$ cat config.mk
export PLATFORM = sky130hd
export DESIGN_NAME = i2c_chsel_switch
export DESIGN_NICKNAME = d
export VERILOG_FILES = /design/src/rtl/chsel_pkg.sv /design/src/rtl/chsel_sync.sv /design/src/rtl/chsel_busmon.sv /design/src/rtl/chsel_engine.sv /design/src/rtl/chsel_irq.sv /design/src/rtl/i2c_chsel_switch.sv
export SDC_FILE = /design/constraint.sdc
export NUM_CORES = 1
export LEC_CHECK = 0
export ABC_AREA = 1
export BUFFER_PORTS_ARGS = -buffer_cell sky130_fd_sc_hd__buf_4
export CAP_MARGIN = 20
export CORE_ASPECT_RATIO = 0.7
export CORE_MARGIN = 5
export CORE_UTILIZATION = 45
export CTS_CLUSTER_DIAMETER = 40
export CTS_CLUSTER_SIZE = 25
export DETAILED_ROUTE_END_ITERATION = 16
export PLACE_DENSITY_LB_ADDON = 0.2
export REMOVE_ABC_BUFFERS = 1
export SLEW_MARGIN = 25
export SYNTH_ARGS = -nofsm -noshare
export SYNTH_HDL_FRONTEND = slang
export SYNTH_SLANG_ARGS = --single-unit
$ cat constraint.sdc
create_clock -name clk -period 1.55 [get_ports clk]
set_clock_uncertainty 0.1 [all_clocks]
set_input_delay 0.465 -clock clk [delete_from_list [all_inputs] [get_ports clk]]
set_output_delay 0.465 -clock clk [all_outputs]
set_load 0.05 [all_outputs]
$ cat src/rtl/chsel_pkg.sv
package chsel_pkg;
   typedef enum logic [2:0] {
      ST_IDLE, ST_ADDR, ST_ADDR_ACK, ST_WR, ST_WR_ACK, ST_RD, ST_RD_ACK, ST_SKIP
   } bus_state_t;
   localparam int BYTE_W   = 8;
   localparam int IRQ_LSB  = 4;
   localparam int DEV_A_W  = 7;
endpackage

$ cat src/rtl/chsel_sync.sv
module chsel_sync #(
   parameter int W = 1,
   parameter int STAGES = 2,
   parameter logic RST_VAL = 1'b1
) (
   input  logic         clk,
   input  logic         rst_n,
   input  logic [W-1:0] d,
   output logic [W-1:0] q
);
   if (STAGES < 2) begin : g_bad_stages
      $error("chsel_sync needs at least two stages");
   end

   logic [W-1:0] chain [STAGES];

   for (genvar s = 0; s < STAGES; s++) begin : g_stage
      always_ff @(posedge clk or negedge rst_n) begin
         if (!rst_n) chain[s] <= {W{RST_VAL}};
         else if (s == 0) chain[s] <= d;
         else chain[s] <= chain[(s == 0) ? 0 : s-1];
      end
   end

   assign q = chain[STAGES-1];
endmodule

$ cat src/rtl/chsel_busmon.sv
module chsel_busmon (
   input  logic clk,
   input  logic rst_n,
   input  logic scl_s,
   input  logic sda_s,
   output logic start_evt,
   output logic stop_evt,
   output logic scl_rise,
   output logic scl_fall
);
   logic scl_p, sda_p;

   always_ff @(posedge clk or negedge rst_n) begin
      if (!rst_n) begin
         scl_p <= 1'b1;
         sda_p <= 1'b1;
      end else begin
         scl_p <= scl_s;
         sda_p <= sda_s;
      end
   end

   assign start_evt = scl_s & scl_p & sda_p & ~sda_s;
   assign stop_evt  = scl_s & scl_p & ~sda_p & sda_s;
   assign scl_rise  = scl_s & ~scl_p;
   assign scl_fall  = ~scl_s & scl_p;
endmodule

$ cat src/rtl/chsel_engine.sv
module chsel_engine
   import chsel_pkg::*;
#(
   parameter int PFX_W = 5,
   parameter logic [PFX_W-1:0] ADDR_PREFIX = 5'b11100,
   localparam int HW_W = DEV_A_W - PFX_W
) (
   input  logic              clk,
   input  logic              rst_n,
   input  logic              start_evt,
   input  logic              stop_evt,
   input  logic              scl_rise,
   input  logic              scl_fall,
   input  logic              sda_s,
   input  logic [HW_W-1:0]   hw_addr,
   input  logic [BYTE_W-1:0] status,
   output logic              sda_oe,
   output logic              wr_stb,
   output logic [BYTE_W-1:0] wr_byte
);
   if (PFX_W < 1 || PFX_W >= DEV_A_W) begin : g_bad_pfx
      $error("prefix width must leave room for strap bits");
   end

   localparam int CNT_W = $clog2(BYTE_W + 1);
   localparam logic [CNT_W-1:0] FULL = CNT_W'(BYTE_W);
   localparam logic [CNT_W-1:0] LAST = CNT_W'(BYTE_W - 1);

   bus_state_t        state;
   logic [CNT_W-1:0]  cnt;
   logic [BYTE_W-1:0] sh, tx;
   logic              rd_op, m_nack;
   logic [DEV_A_W-1:0] dev_addr;

   assign dev_addr = {ADDR_PREFIX, hw_addr};
   assign wr_byte  = sh;

   always_ff @(posedge clk or negedge rst_n) begin
      if (!rst_n) begin
         state  <= ST_IDLE;
         cnt    <= '0;
         sh     <= '0;
         tx     <= '0;
         sda_oe <= 1'b0;
         rd_op  <= 1'b0;
         m_nack <= 1'b0;
         wr_stb <= 1'b0;
      end else begin
         wr_stb <= 1'b0;
         if (stop_evt) begin
            state  <= ST_IDLE;
            sda_oe <= 1'b0;
         end else if (start_evt) begin
            state  <= ST_ADDR;
            cnt    <= '0;
            sda_oe <= 1'b0;
         end else begin
            case (state)
               ST_ADDR: begin
                  if (scl_rise) begin
                     sh  <= {sh[BYTE_W-2:0], sda_s};
                     cnt <= cnt + 1'b1;
                  end else if (scl_fall && cnt == FULL) begin
                     if (sh[BYTE_W-1:1] == dev_addr) begin
                        sda_oe <= 1'b1;
                        rd_op  <= sh[0];
                        state  <= ST_ADDR_ACK;
                     end else begin
                        state  <= ST_SKIP;
                     end
                  end
               end
               ST_ADDR_ACK: begin
                  if (scl_fall) begin
                     cnt <= '0;
                     if (rd_op) begin
                        tx     <= status;
                        sda_oe <= ~status[BYTE_W-1];
                        state  <= ST_RD;
                     end else begin
                        sda_oe <= 1'b0;
                        state  <= ST_WR;
                     end
                  end
               end
               ST_WR: begin
                  if (scl_rise) begin
                     sh  <= {sh[BYTE_W-2:0], sda_s};
                     cnt <= cnt + 1'b1;
                  end else if (scl_fall && cnt == FULL) begin
                     wr_stb <= 1'b1;
                     sda_oe <= 1'b1;
                     state  <= ST_WR_ACK;
                  end
               end
               ST_WR_ACK: begin
                  if (scl_fall) begin
                     sda_oe <= 1'b0;
                     cnt    <= '0;
                     state  <= ST_WR;
                  end
               end
               ST_RD: begin
                  if (scl_fall) begin
                     if (cnt == LAST) begin
                        sda_oe <= 1'b0;
                        state  <= ST_RD_ACK;
                     end else begin
                        tx     <= {tx[BYTE_W-2:0], 1'b0};
                        sda_oe <= ~tx[BYTE_W-2];
                        cnt    <= cnt + 1'b1;
                     end
                  end
               end
               ST_RD_ACK: begin
                  if (scl_rise) begin
                     m_nack <= sda_s;
                  end else if (scl_fall) begin
                     if (m_nack) begin
                        state <= ST_SKIP;
                     end else begin
                        tx     <= status;
                        sda_oe <= ~status[BYTE_W-1];
                        cnt    <= '0;
                        state  <= ST_RD;
                     end
                  end
               end
               default: ;
            endcase
         end
      end
   end


   skip_silent_chk: assert property (@(posedge clk) disable iff (!rst_n)
      (state == ST_SKIP) |-> !sda_oe);


   master_ack_release_chk: assert property (@(posedge clk) disable iff (!rst_n)
      (state == ST_RD_ACK) |-> !sda_oe);
endmodule

$ cat src/rtl/chsel_irq.sv
module chsel_irq #(
   parameter int NUM_CH = 2,
   parameter bit ACTIVE_LOW = 1'b1
) (
   input  logic              clk,
   input  logic              rst_n,
   input  logic [NUM_CH-1:0] irq_s,
   output logic [NUM_CH-1:0] irq_act,
   output logic              irq_oe
);
   if (ACTIVE_LOW) begin : g_low
      assign irq_act = ~irq_s;
   end else begin : g_high
      assign irq_act = irq_s;
   end

   always_ff @(posedge clk or negedge rst_n) begin
      if (!rst_n) irq_oe <= 1'b0;
      else irq_oe <= |irq_act;
   end


   irq_follow_chk: assert property (@(posedge clk) disable iff (!rst_n)
      (|irq_act) |=> irq_oe);


   irq_quiet_chk: assert property (@(posedge clk) disable iff (!rst_n)
      !(|irq_act) |=> !irq_oe);
endmodule

$ cat src/rtl/i2c_chsel_switch.sv
module i2c_chsel_switch
   import chsel_pkg::*;
#(
   parameter int NUM_CH = 2,
   parameter int SYNC_STAGES = 2,
   parameter logic [4:0] ADDR_PREFIX = 5'b11100,
   parameter bit IRQ_ACTIVE_LOW = 1'b1,
   localparam int PFX_W = 5,
   localparam int HW_W = DEV_A_W - PFX_W
) (
   input  logic              clk,
   input  logic              por_n,
   input  logic              rst_n,
   input  logic              scl_i,
   input  logic              sda_i,
   output logic              sda_oe,
   input  logic [HW_W-1:0]   addr_sel,
   input  logic [NUM_CH-1:0] irq_n,
   output logic              irq_oe,
   output logic [NUM_CH-1:0] ch_en
);
   if (NUM_CH < 1 || NUM_CH > IRQ_LSB) begin : g_bad_ch
      $error("NUM_CH must fit below the interrupt field");
   end

   logic              rst_all;
   logic              scl_s, sda_s;
   logic [NUM_CH-1:0] irq_s, irq_act;
   logic              start_evt, stop_evt, scl_rise, scl_fall;
   logic              wr_stb;
   logic [BYTE_W-1:0] wr_byte, status;
   logic [NUM_CH-1:0] sel_q;

   assign rst_all = por_n & rst_n;

   chsel_sync #(.W(2), .STAGES(SYNC_STAGES), .RST_VAL(1'b1)) u_bus_sync (
      .clk(clk), .rst_n(rst_all), .d({scl_i, sda_i}), .q({scl_s, sda_s}));

   chsel_sync #(.W(NUM_CH), .STAGES(SYNC_STAGES), .RST_VAL(IRQ_ACTIVE_LOW)) u_irq_sync (
      .clk(clk), .rst_n(rst_all), .d(irq_n), .q(irq_s));

   chsel_busmon u_mon (
      .clk(clk), .rst_n(rst_all), .scl_s(scl_s), .sda_s(sda_s),
      .start_evt(start_evt), .stop_evt(stop_evt),
      .scl_rise(scl_rise), .scl_fall(scl_fall));

   chsel_engine #(.PFX_W(PFX_W), .ADDR_PREFIX(ADDR_PREFIX)) u_eng (
      .clk(clk), .rst_n(rst_all), .start_evt(start_evt), .stop_evt(stop_evt),
      .scl_rise(scl_rise), .scl_fall(scl_fall), .sda_s(sda_s),
      .hw_addr(addr_sel), .status(status), .sda_oe(sda_oe),
      .wr_stb(wr_stb), .wr_byte(wr_byte));

   chsel_irq #(.NUM_CH(NUM_CH), .ACTIVE_LOW(IRQ_ACTIVE_LOW)) u_irq (
      .clk(clk), .rst_n(rst_all), .irq_s(irq_s),
      .irq_act(irq_act), .irq_oe(irq_oe));

   always_comb begin
      status = '0;
      status[NUM_CH-1:0] = sel_q;
      status[IRQ_LSB +: NUM_CH] = irq_act;
   end

   always_ff @(posedge clk or negedge rst_all) begin
      if (!rst_all) begin
         sel_q <= '0;
         ch_en <= '0;
      end else begin
         if (wr_stb) sel_q <= wr_byte[NUM_CH-1:0];
         if (stop_evt) ch_en <= sel_q;
      end
   end


   sel_by_write_chk: assert property (@(posedge clk) disable iff (!rst_all)
      !$stable(sel_q) |-> $past(wr_stb));


   commit_on_stop_chk: assert property (@(posedge clk) disable iff (!rst_all)
      !$stable(ch_en) |-> $past(stop_evt));
endmodule

---- Word level (Yosys, flattened, before mapping) ----
Index checks and enable logic that the tools add are counted.
operators by class
  reduce and logical (&&, ||, !) cells .... 14
  equal/unequal tests ..................... 35
  add/sub/neg operators ................... 1
  mux-type cells .......................... 54
  bitwise operators ....................... 17
operators with widths
  operator                                                          number
  7-bit 2-to-1 mux                                                  7
  3-bit 2-to-1 mux                                                  14
  4-bit 2-to-1 mux                                                  8
  4-bit by 3-bit != test with 1-bit output (second input constant)  8
  7-bit case mux with 3 select lines                                1
  1-bit 2-to-1 mux                                                  20
  3-bit case mux with 6 select lines                                1
  4-bit != test (second input constant)                             4
  4-bit case mux with 4 select lines                                1
  12-bit AND reduction                                              1
  11-bit AND reduction                                              1
  10-bit AND reduction                                              1
  3-bit == test (second input constant)                             3
  3-bit != test (second input constant)                             3
  9-bit AND reduction                                               1
  1-bit bitwise AND                                                 8
  2-bit by 1-bit != test with 1-bit output (second input constant)  4
  1-bit NOT                                                         8
  4-bit AND reduction                                               2
  8-bit nonzero test                                                1
  7-bit == test                                                     1
  3-bit by 2-bit == test with 1-bit output (second input constant)  2
  2-bit != test (second input constant)                             3
  3-bit by 1-bit != test with 1-bit output (second input constant)  2
  other kinds (13)                                                  16
word-level totals
  register bits after elaboration ......... 41
  word-level logic and storage cells ...... 138
  bits of input ports ..................... 9
  output and inout port bits .............. 4

---- Logic depth before layout (Yosys ltp) ----
Gate-level depths: netlist of run 1.
  depth after elaboration ................. 8
  mapped depth ............................ 11
  depth with buffers taken out ............ 11

---- By module ----
Synthesis of run 1 repeated with hierarchy kept, for this count alone.
second synthesis, totals
  cells, all modules ...................... 296
  area, all modules ....................... 2,343.5 sq um
by module, submodules not included
  module            area an instance (sq um)  times used  seq. area each (sq um)  cells an instance
  chsel_engine      1,809.2                   1           650.6                   246
  chsel_sync        120.1                     2           105.1                   6
  i2c_chsel_switch  163.9                     1           100.1                   21
  chsel_busmon      93.8                      1           52.6                    13
  chsel_irq         36.3                      1           25.0                    4

---- Worst setup path before layout of run 1 ----
No wires, ideal clock.
  kind .................................... register to register
  start point ............................. reg u_bus_sync.chain (netlist bit u_bus_sync.q[1])
  end point ............................... reg u_eng.state[1]
  clock period less this slack ............ 1.593 ns
  required time ........................... 1.333 ns
  stages on the path, launching flop included .. 12
  data arrival time ....................... 1.376 ns
  library setup time ...................... 0.117 ns
  path buffers ............................ 0
  path slack .............................. -0.043 ns
  cells stage by stage .................... dfstp_2 > nand2_1 > inv_2 > nand2_2 > nand2_2 > inv_2 > nand2_2 > nand3_2 > nor2_4 > nand2_2 > nand2_1 > nand2_1
on the way
  cells in the longest elaborated chain, start to end .. 5
  elaborated cells on any way between the ends .. 23
  classes of those cells .................. eq/ne (10); mux (2); bitwise (8); reduce/logical (3)
ends and longest elaborated chain
  element                                                                     line                                                        text
  start: declaration                                                          chsel_sync.sv:15                                            logic [W-1:0] chain [STAGES];
  start signal: indexed assignment                                            chsel_sync.sv:19                                            if (!rst_n) chain[s] <= {W{RST_VAL}};
  start signal: indexed assignment                                            chsel_sync.sv:21                                            else chain[s] <= chain[(s == 0) ? 0 : s-1];
  1-bit bitwise AND / 1-bit NOT (equally long branches)                       chsel_busmon.sv:23, chsel_busmon.sv:24, chsel_busmon.sv:26
  1-bit bitwise AND, on equally long branches                                 chsel_busmon.sv:23, chsel_busmon.sv:24, chsel_busmon.sv:26
  1-bit bitwise AND (tied with other cells)                                   chsel_busmon.sv:23                                          assign start_evt = scl_s & scl_p & sda_p & ~sda_s;
  4-bit by 3-bit != test with 1-bit output (no line) (tied with other cells)  -
  11-bit AND reduction (no line) / 3-bit 2-to-1 mux (equally long branches)   -
  end signal: assignment                                                      chsel_engine.sv:40                                          state <= ST_IDLE;
  end signal: assignment                                                      chsel_engine.sv:51                                          state <= ST_IDLE;
  end signal: assignment                                                      chsel_engine.sv:54                                          state <= ST_ADDR;
  end: declaration                                                            chsel_engine.sv:29                                          bus_state_t state;
Several ways; a longest one is shown, not always the timed one.
A chain may end at the register's enable or synchronous reset.

---- Worst setup path after layout of run 1 ----
  start point ............................. reg u_mon.sda_p
  end point ............................... reg u_eng.sda_oe
on the way
  cells in the longest elaborated chain, start to end .. 5
  elaborated cells on any way between the ends .. 20
  classes of those cells .................. eq/ne (11); mux (2); bitwise (5); reduce/logical (2)
ends and longest elaborated chain
  element                                                                     line                 text
  start: declaration                                                          chsel_busmon.sv:11   logic scl_p, sda_p;
  start signal: assignment                                                    chsel_busmon.sv:19   sda_p <= sda_s;
  1-bit NOT                                                                   chsel_busmon.sv:24   assign stop_evt = scl_s & scl_p & ~sda_p & sda_s;
  1-bit bitwise AND (2 in series)                                             chsel_busmon.sv:24
  4-bit by 3-bit != test with 1-bit output (no line) (tied with other cells)  -
  12-bit AND reduction (no line)                                              -
  end signal: assignment                                                      chsel_engine.sv:78   sda_oe <= ~status[BYTE_W-1];
  end signal: assignment                                                      chsel_engine.sv:110  sda_oe <= ~tx[BYTE_W-2];
  end signal: assignment                                                      chsel_engine.sv:123  sda_oe <= ~status[BYTE_W-1];
  end: declaration                                                            chsel_engine.sv:17   output logic sda_oe,
Several ways; a longest one is shown, not always the timed one.

==> results of run 1 <==
power groups by stage:
stage / clock network [mW] / registers, mW / logic (mW)
detailed placement: 0 / 1.58 / 2.57
floorplan: 0 / 1.61 / 1.63
global placement: 0 / 1.57 / 2.57
global route: 0.941 / 1.62 / 3.35
finish: 0.852 / 1.59 / 3.01
CTS: 0.890 / 1.57 / 2.79
worst register-to-register path, cell delays in order, from the launching register on:
cell and delay [ps]:
dfstp_2 580, nand2_1 100, nor2_4 200, nor2_2 80, nand3_1 130, nand2_1 130, nor2_4 110, nand3_1 70
nand2_1 60, nand2_1 50
routing by layer:
| layer | wire (µm) | vias up | track usage [%] |
|---|---|---|---|
| met5 | 0 | - | 0 |
| met4 | 38 | 0 | 5.225 |
| met3 | 268 | 6 | 3.688 |
| met2 | 2301 | 53 | 27.59 |
| met1 | 2409 | 903 | 24.59 |
| li1 | - | 1010 | - |
synthesized netlist by cell type (3+ instances only):
| master | count | area, µm² |
|---|---|---|
| nand2_1 | 85 | 319.1 |
| dfrtp_1 | 31 | 775.7 |
| inv_1 | 29 | 108.9 |
| nor2_1 | 29 | 108.9 |
| nand3_1 | 19 | 95.09 |
| nand2_2 | 15 | 93.84 |
| o21ai_0 | 12 | 60.06 |
| dfstp_2 | 10 | 262.8 |
| nor2_2 | 8 | 50.05 |
| a21oi_1 | 7 | 35.03 |
| o21ai_2 | 7 | 61.31 |
| inv_2 | 6 | 22.52 |
| nand3_2 | 3 | 30.03 |
| nor3_1 | 3 | 15.01 |
| o21a_1 | 3 | 22.52 |
flip-flops by register name (all words and copies together), names as in the netlist:
| name | flops |
|---|---|
| u_eng.cnt | 4 |
| u_eng.sda_oe | 1 |
| sel_q | 2 |
| u_eng.wr_stb | 1 |
| u_mon.scl_p | 1 |
| u_eng.rd_op | 1 |
| u_bus_sync.q | 2 |
| u_eng.m_nack | 1 |
| u_bus_sync.chain | 2 |
| ch_en | 2 |
| u_eng.wr_byte | 8 |
| u_eng.tx | 7 |
| u_irq.irq_oe | 1 |
| u_irq_sync.chain | 2 |
| u_mon.sda_p | 1 |
| u_irq_sync.q | 2 |
| u_eng.state | 3 |
kinds of logic (layout without fill, tap and decap cells):
family / after synthesis / in the layout / synth area share (%)
AO/OA/AOI/OAI: 30 / 30 / 8.427
multiplexers: 2 / 2 / 1.011
XOR/XNOR: 1 / 1 / 0.3933
buffers and inverters: 38 / 100 / 7.528
adder cells (fa/ha/maj): 2 / 2 / 1.123
AND/OR/NAND/NOR: 169 / 170 / 34.89
flip-flops: 41 / 41 / 46.63
through the flow:
step | power [mW] | cell area [µm²] | worst slack [ps] | TNS [ps] | utilization, %
after global placement | 4.141 | 2653 | -174.8 | -1646 | 55.47
final | 5.446 | 3037 | -151.9 | -1863 | 63.50
after detailed placement | 4.150 | 2653 | -196.1 | -1935 | 55.47
after CTS | 5.253 | 2923 | -154.4 | -1627 | 61.12
after floorplan | 3.242 | 2191 | -78.77 | -815.4 | -
after global routing | 5.916 | 3037 | -242.9 | -3251 | 63.50
area by class of cell:
type | count | area (µm²)
Clock buffer | 6 | 72.57
Clock inverter | 2 | 38.79
Timing Repair Buffer | 57 | 435.4
Inverter | 35 | 143.9
Tap cell | 69 | 86.33
Sequential cell | 41 | 1040
Multi-Input combinational cell | 205 | 1220
Fill cell | 406 | 1745
worst max-delay path by stage:
| stage | startpoint | slack, ps | end |
|---|---|---|---|
| 3_5_place_dp | u_bus_sync.q[1] | -200 | u_eng.state[0] |
| 6_report | u_mon.sda_p | -150 | u_eng.sda_oe |
| 2_1_floorplan | u_eng.state[1] | -80 | u_eng.tx[0] |
| 4_1_cts | u_bus_sync.q[0] | -150 | u_eng.tx[1] |
| 3_3_place_gp | u_bus_sync.q[1] | -170 | u_eng.state[0] |
| 5_1_grt | u_mon.sda_p | -240 | u_eng.sda_oe |
what timing repair did:
item / CTS / global route
endpoints found under the setup margin: 16 / 21
resized for setup: 32 / 24
pin swaps: 16 / 16
gates cloned: 1 / 0
setup buffers: 4 / 3
==> metrics.cfg, run 1 <==
[outcome]
status = complete, but fails checks
violations = negative setup slack

[clocking]
clk_pin_slew_ps = 80
clk-insertion-delay-late_ps = 290
cts_buffer_depth = 2
cts_hold_buf = 0
clock_sinks = 41
cts_tree = built
cts_buffers = 5
ctsHtreeMaxLevel = 2
root_buffer = clkbuf_8

[placed_design]
place_inst = 399
hpwl_um = 3518
place_congestion = 0.9379
port_buffers = 12

[min_path]
hp-class = input pin to asynchronous set/reset pin

[setup_path]
critPathSlowestCell = dfstp_2
critPathArrivalTime_ps = 1790
worstSetupEndpointType = flip-flop
crit_fanout = 5
reg2reg_slack_ps = -150
timing.critical_path.mode_cell = nand2_1
critPathLaunchType = flip-flop
cpPeakStageDelay_ps = 580
cp_cell_sequence = nand2_1 -> nor2_4 -> nor2_2 -> nand3_1 -> nand2_1 -> nor2_4 -> nand3_1 -> nand2_1 -> nand2_1
path_buf_inv = 0
cp_num_cells = 9
crit_type = flip-flop to flip-flop
ff2ff_path_depth = 9
reg2reg_to = u_eng.sda_oe
cp.required_ps = 1640
worstReg2RegStart = u_mon.sda_p
crit_family = simple AND/OR/NAND/NOR gates

[power_and_ir_drop]
switchingPower_mw = 2.333
ir_drop_mv = 0.9198
p_comb_share_pct = 55.2
p_sw_share_pct = 42.83
pwr-share-seq_pct = 29.1
intPower_mw = 3.113
p_clk_share_pct = 15.6
p_leak_nw = 1.558
powerDensity_nw_per_um2 = 1793

[sta]
setup_slack_ps = -151.9
hold_slack_ps = 105.7
hold_viol_final = 0
setup_violations = 15
slew_violations = 0
max_freq_mhz = 587.6
max-slew-margin-rel_pct = 78.82
worst_slew_pin_slew_ps = 317.7
rsz0062_at_grt = yes
min_period_over_period_pct = 109.8
fin_crit_ps = 1702

[logic_synthesis]
yosys_warnings = 0
syn_inst = 283
yosysSeqAreaShare_pct = 46.63
synth_flop_cell = dfrtp_1
avgSynthCellArea_um2 = 7.870
synth-async-reset-ratio_pct = 100.0
ys_types = 27
synth_seq_cells = 41
synth-edff-count = 0
syn_area_um2 = 2227

[floorplanning]
dieArea_um2 = 6479
rows = 21
die_y_um = 68.86
pin_count = 13
die_width_um = 94.09
coreArea_um2 = 4782
start_util_pct = 46.57

[routing]
firstDrtPassIters = 4
first_iter_violations = 130
wl_per_cell_um = 12.09
drc = 0
drt_wl_total_um = 5018
viasPerCell = 4.752
ant_nets = 0
via_count = 1972

[layout]
fin_cells = 415
layout-drive-gt1-share_pct = 42.77
nets = 356
most-common-layout-cells = nand2_1 (73), buf_4 (55), dfrtp_1 (30)
syn_to_final_growth_pct = 36.35
layout_commonest_cell = nand2_1
diodes = 0

[global_routing]
grtUsageTotal_pct = 17.54
grt_pass1_vias = 1888
antenna_found_initial = 0
grt_pass1_wl_um = 8749
grt_start_max_net_pins = 26
grt_overflow = 0

[job]
max-cap-violations = 0

No activity file was read; power rests on OpenSTA's default activity.
==> inputs of run 2 (changes only) <==
Settings changed: CTS_CLUSTER_SIZE 25 to 28, SETUP_SLACK_MARGIN from default to 0.2.
Clock period 1.55 ns to 1.38 ns, I/O delays scaled along.
==> metrics.cfg, run 2 (synthesis results as in run 1) <==
[routing]
via_count = 2159  ; +9.5%
drt_wl_total_um = 6224  ; +24%
drc = 0  ; unchanged
wl_per_cell_um = 14.34  ; +19%
firstDrtPassIters = 4  ; unchanged
viasPerCell = 4.975  ; +4.7%
ant_nets = 0  ; unchanged
first_iter_violations = 131  ; +0.77%

[clocking]
clock_sinks = 41  ; unchanged
cts_buffers = 5  ; unchanged
clk_pin_slew_ps = 80  ; about the same
root_buffer = clkbuf_8
ctsHtreeMaxLevel = 2  ; unchanged
clk-insertion-delay-late_ps = 310  ; +20 ps
cts_buffer_depth = 2  ; unchanged
cts_tree = built

[sta]
min_period_over_period_pct = 127.3  ; +18 points
hold_viol_final = 0  ; unchanged
max_freq_mhz = 569.0  ; -3.2%
max-slew-margin-rel_pct = 81.32  ; +2.5 points
setup_slack_ps = -377.4  ; -225.5 ps
worst_slew_pin_slew_ps = 277.2  ; -40.44 ps
setup_violations = 25  ; +10
slew_violations = 0  ; unchanged
fin_crit_ps = 1757  ; +55.49 ps
rsz0062_at_grt = yes

[layout]
most-common-layout-cells = nand2_1 (64), buf_4 (58), dfrtp_1 (30)
n_fill_cell = 344  ; -15%
seqCellArea_um2 = 1040  ; unchanged
diodes = 0  ; unchanged
layout-drive-gt1-share_pct = 51.78  ; +9.0 points
layout_commonest_cell = nand2_1
final_area_um2 = 3381  ; +11%
multi_input_area_um2 = 1351  ; +11%
syn_to_final_growth_pct = 51.80
nets = 375  ; +5.3%
largest_reg_flops = 8  ; unchanged

[placed_design]
dp_slack_ps = -343.5  ; -147.4 ps
port_buffers = 12  ; unchanged
place_area_um2 = 2695  ; +1.6%
hpwl_um = 3738  ; +6.2%
place_congestion = 0.9539  ; +1.7%

[setup_path]
cp.required_ps = 1480  ; -160 ps
critPathLaunchType = flip-flop
cp_cell_sequence = buf_6 -> nor2_4 -> nand2_4 -> nand2_4 -> inv_6 -> nand3_4 -> nor2_4 -> nand2_4 -> nand2_2 -> o21ai_2
critPathArrivalTime_ps = 1860  ; +70 ps
cpPeakStageDelay_ps = 580  ; about the same
crit_fanout = 7  ; +2
critPathSlowestCell = dfstp_2
timing.critical_path.mode_cell = nand2_4
worstSetupEndpointType = flip-flop
crit_type = flip-flop to flip-flop

[global_routing]
grtUsageTotal_pct = 19.53  ; +2.0 points
grt_pass1_vias = 2060  ; +9.1%
grt_start_max_net_pins = 42  ; +62%
grt_overflow = 0  ; unchanged
grt_pass1_wl_um = 9418  ; +7.6%
antenna_found_initial = 0  ; unchanged

[floorplanning]
start_util_pct = 46.57  ; unchanged
pin_count = 13  ; unchanged
coreArea_um2 = 4782  ; unchanged
rows = 21  ; unchanged
dieArea_um2 = 6479  ; unchanged
die_width_um = 94.09  ; unchanged
die_y_um = 68.86  ; unchanged

[job]
max-cap-violations = 0  ; unchanged

[outcome]
status = complete, but fails checks
violations = negative setup slack

[power_and_ir_drop]
powerDensity_nw_per_um2 = 1988  ; +11%
p_leak_nw = 1.714  ; +10%
ir_drop_mv = 0.9332  ; +1.5%

[min_path]
hp-class = input pin to asynchronous set/reset pin

## run 2: cell types whose count changed in the layout (fill, tap and decap cells not counted), moves of 3 or more
cell,before,now
buf_4,55,58
nor2_4,8,12
nand2_1,73,64
o21ai_0,12,4
buf_6,2,17
nand2_2,17,23
o21ai_2,7,11
nand2_4,10,13
o21ai_1,0,4
## run 2: power by group
group	switching, mW	total, mW	internal, mW	leakage (nW)
clock network	0.445	0.982	0.537	0.0552
registers	0.294	1.81	1.52	0.508
logic	2.20	3.93	1.72	1.15
## run 2: critical path, delay by kind of cell, from the launching register on
family,cells,cell delay [ps]
AOI/OAI and AO/OA,1,40
buffers and inverters,2,200
DFF,1,580
and+or+nand+nor,7,730
## run 2: layout make-up
cell class	count	share of cell area (%)
Inverter	35	4.404
Clock buffer	6	2.147
Clock inverter	2	1.036
Sequential cell	41	30.76
Timing Repair Buffer	76	19.13
Multi-Input combinational cell	205	39.97
Tap cell	69	2.554
## run 2: what timing repair did
| item | in CTS | in global routing |
|---|---|---|
| hold buffers | 0 | 0 |
| setup buffers | 15 | 7 |
| endpoints found under the setup margin | 32 | 32 |
| hold endpoints to repair | 0 | 0 |
| gates cloned | 0 | 1 |
| pin swaps | 18 | 19 |
| gates resized for setup | 68 | 47 |
## run 2: final timing paths
path	startpoint	slack, ps	endpoint	cells after the start
min	rst_n	60	u_irq.irq_oe	4
min in group clk	scl_i	110	u_bus_sync.chain[3]	1
max in group asynchronous	por_n	840	u_mon.sda_p	4
max	u_mon.sda_p	-380	u_eng.tx[3]	10
max reg2reg	u_mon.sda_p	-380	u_eng.tx[3]	10
min reg2reg	u_irq_sync.chain[3]	260	u_irq_sync.q[1]	0
## run 2: per-layer routing
layer  track usage [%]  wire length, µm  vias to the layer above
met5                 0                0                        -
met4             7.387              115                        0
met3             4.013              230                       12
met2             34.66             3160                       50
met1             23.81             2718                     1042
li1                  -                -                     1055
## run 2: metrics by stage
stage | power, mW | hold slack, ps | instances | utilization (%) | setup TNS (ps)
6_report | 6.720 | 61.63 | 434 | 70.70 | -5764
5_1_grt | 7.226 | 80.20 | 434 | 70.70 | -7510
4_1_cts | 6.072 | 76.23 | 426 | 65.46 | -4337
3_5_place_dp | 4.762 | 247.3 | 403 | 56.36 | -5691
3_3_place_gp | 4.743 | 245.9 | 403 | 56.36 | -5585
2_1_floorplan | 3.642 | 245.2 | 280 | - | -6895
==> inputs of run 3 (changes only) <==
Settings changed: SKIP_CTS_REPAIR_TIMING from default to 1.
==> metrics.cfg, run 3 (synthesis results as in run 1) <==
[power_and_ir_drop]
powerDensity_nw_per_um2 = 2041  ; +2.7%
p_comb_share_pct = 57.7  ; -0.7 points
p_leak_nw = 1.650  ; -3.7%
pwr-share-seq_pct = 27.3  ; +0.3 points
switchingPower_mw = 2.805  ; -4.6%
total_power_mw = 6.543  ; -2.6%
p_clk_share_pct = 15.0  ; +0.4 points
intPower_mw = 3.738  ; -1.1%
p_sw_share_pct = 42.87  ; -0.91 points
ir_drop_mv = 0.8943  ; -4.2%

[global_routing]
grtUsageTotal_pct = 17.46  ; -2.1 points
antenna_found_initial = 0  ; unchanged
grt_pass1_vias = 1912  ; -7.2%
grt_pass1_wl_um = 8424  ; -11%
grt_use_met3_pct = 3.688  ; -0.33 points
grt_overflow = 0  ; unchanged
busiest_layer = met2
gr-usage-met1_pct = 22.12  ; -1.7 points
grt_start_max_net_pins = 42  ; unchanged
grt_use_met2_pct = 29.18  ; -5.5 points

[sta]
setup_violations = 26  ; +4.0%
hold_viol_final = 0  ; unchanged
slew_violations = 0  ; unchanged
setup_slack_ps = -366.4  ; +10.97 ps
max-slew-margin-rel_pct = 78.11  ; -3.2 points
max_freq_mhz = 572.6  ; +0.63%
rsz0062_at_grt = yes
worst_slew_pin_slew_ps = 325.0  ; +47.73 ps
fin_crit_ps = 1746  ; -10.97 ps
min_period_over_period_pct = 126.6  ; -0.80 points

[setup_path]
cp.required_ps = 1480  ; about the same
crit_fanout = 7  ; unchanged
crit_type = flip-flop to flip-flop
critPathLaunchType = flip-flop
worstSetupEndpointType = flip-flop
critPathArrivalTime_ps = 1850  ; about the same

[layout]
n_fill_cell = 383  ; +11%
fin_cells = 426  ; -1.8%
syn_to_final_growth_pct = 43.93
seqCellArea_um2 = 1040  ; unchanged
layout_commonest_cell = nand2_1
nets = 367  ; -2.1%
most-common-layout-cells = nand2_1 (67), buf_4 (57), dfrtp_1 (30)
diodes = 0  ; unchanged
multi_input_area_um2 = 1266  ; -6.3%
layout-drive-gt1-share_pct = 48.46  ; -3.3 points
largest_reg_flops = 8  ; unchanged

[placed_design]
place_inst = 403  ; unchanged
place_congestion = 0.9539  ; unchanged
hpwl_um = 3738  ; unchanged
port_buffers = 12  ; unchanged

[clocking]
ctsHtreeMaxLevel = 2  ; unchanged
root_buffer = clkbuf_8
cts_buffer_depth = 2  ; unchanged
clock_sinks = 41  ; unchanged
cts_buffers = 5  ; unchanged
cts_tree = built
clk_pin_slew_ps = 80  ; about the same
clk-insertion-delay-late_ps = 300  ; about the same

[routing]
drt_wl_total_um = 5524  ; -11%
ant_nets = 0  ; unchanged
viasPerCell = 4.789  ; -3.7%
firstDrtPassIters = 4  ; unchanged
drc = 0  ; unchanged
via_count = 2040  ; -5.5%
first_iter_violations = 111  ; -15%
wl_per_cell_um = 12.97  ; -9.6%

[outcome]
violations = negative setup slack
status = complete, but fails checks

[min_path]
hp-class = input pin to asynchronous set/reset pin

[floorplanning]
start_util_pct = 46.57  ; unchanged
die_width_um = 94.09  ; unchanged
die_y_um = 68.86  ; unchanged
coreArea_um2 = 4782  ; unchanged
pin_count = 13  ; unchanged
dieArea_um2 = 6479  ; unchanged
rows = 21  ; unchanged

[job]
max-cap-violations = 0  ; unchanged

run 3: changes by cell type in the layout (fill, tap and decap cells not counted), moves of 3 or more:
cell     delta
nor2_2      +3
nor2_4      -3
nand2_1     +3
nand2_4     -4
buf_6       -8
run 3: final timing paths:
| path | start | end | slack (ps) | cells after the start |
|---|---|---|---|---|
| max in group asynchronous | por_n | u_mon.sda_p | 840 | 4 |
| max reg2reg | u_mon.sda_p | u_eng.tx[3] | -370 | 10 |
| min | rst_n | u_irq.irq_oe | 60 | 4 |
| min in group clk | scl_i | u_bus_sync.chain[3] | 110 | 1 |
| min reg2reg | u_irq_sync.chain[3] | u_irq_sync.q[1] | 260 | 0 |
| max | u_mon.sda_p | u_eng.tx[3] | -370 | 10 |
run 3: layer usage:
layer | up-vias | wire length [µm]
met4 | 0 | 85
met5 | - | 0
li1 | 1043 | -
met1 | 960 | 2557
met3 | 9 | 220
met2 | 28 | 2661
run 3: per-stage QoR:
| step | TNS, ps | instance area [µm²] | hold slack [ps] | setup WS, ps | utilization, % |
|---|---|---|---|---|---|
| global route | -7666 | 3206 | 82.52 | -435.4 | 67.03 |
| detailed placement | -5691 | 2695 | 247.3 | -343.5 | 56.36 |
| CTS | -6305 | 2803 | 76.24 | -379.1 | 58.61 |
| global placement | -5585 | 2695 | 245.9 | -357.3 | 56.36 |
| floorplan | -6895 | 2191 | 245.2 | -248.8 | - |
| finish | -5949 | 3206 | 63.68 | -366.4 | 67.03 |
run 3: power by group through the flow:
stage | Clock (mW) | Combinational [mW] | Sequential [mW]
finish | 0.981 | 3.77 | 1.79
global route | 1.05 | 4.20 | 1.83
CTS | 0.992 | 3.03 | 1.74
detailed placement | 0 | 3.00 | 1.76
global placement | 0 | 2.99 | 1.75
floorplan | 0 | 1.84 | 1.81
run 3: layout make-up:
cell class / instances / share of cell area [%]
Timing Repair Buffer: 68 / 17.60
Clock inverter: 2 / 1.093
Tap cell: 69 / 2.693
Clock buffer: 6 / 2.264
Inverter: 35 / 4.411
Multi-Input combinational cell: 205 / 39.50
Sequential cell: 41 / 32.44
run 3: critical path: stages, from the launching register on:
cell	delay, ps
dfstp_2	570
buf_4	130
nor2_4	30
nand2_4	110
nand2_4	80
inv_6	80
nand3_2	80
nor2_4	200
nand2_4	140
nand2_2	90
o21ai_2	40
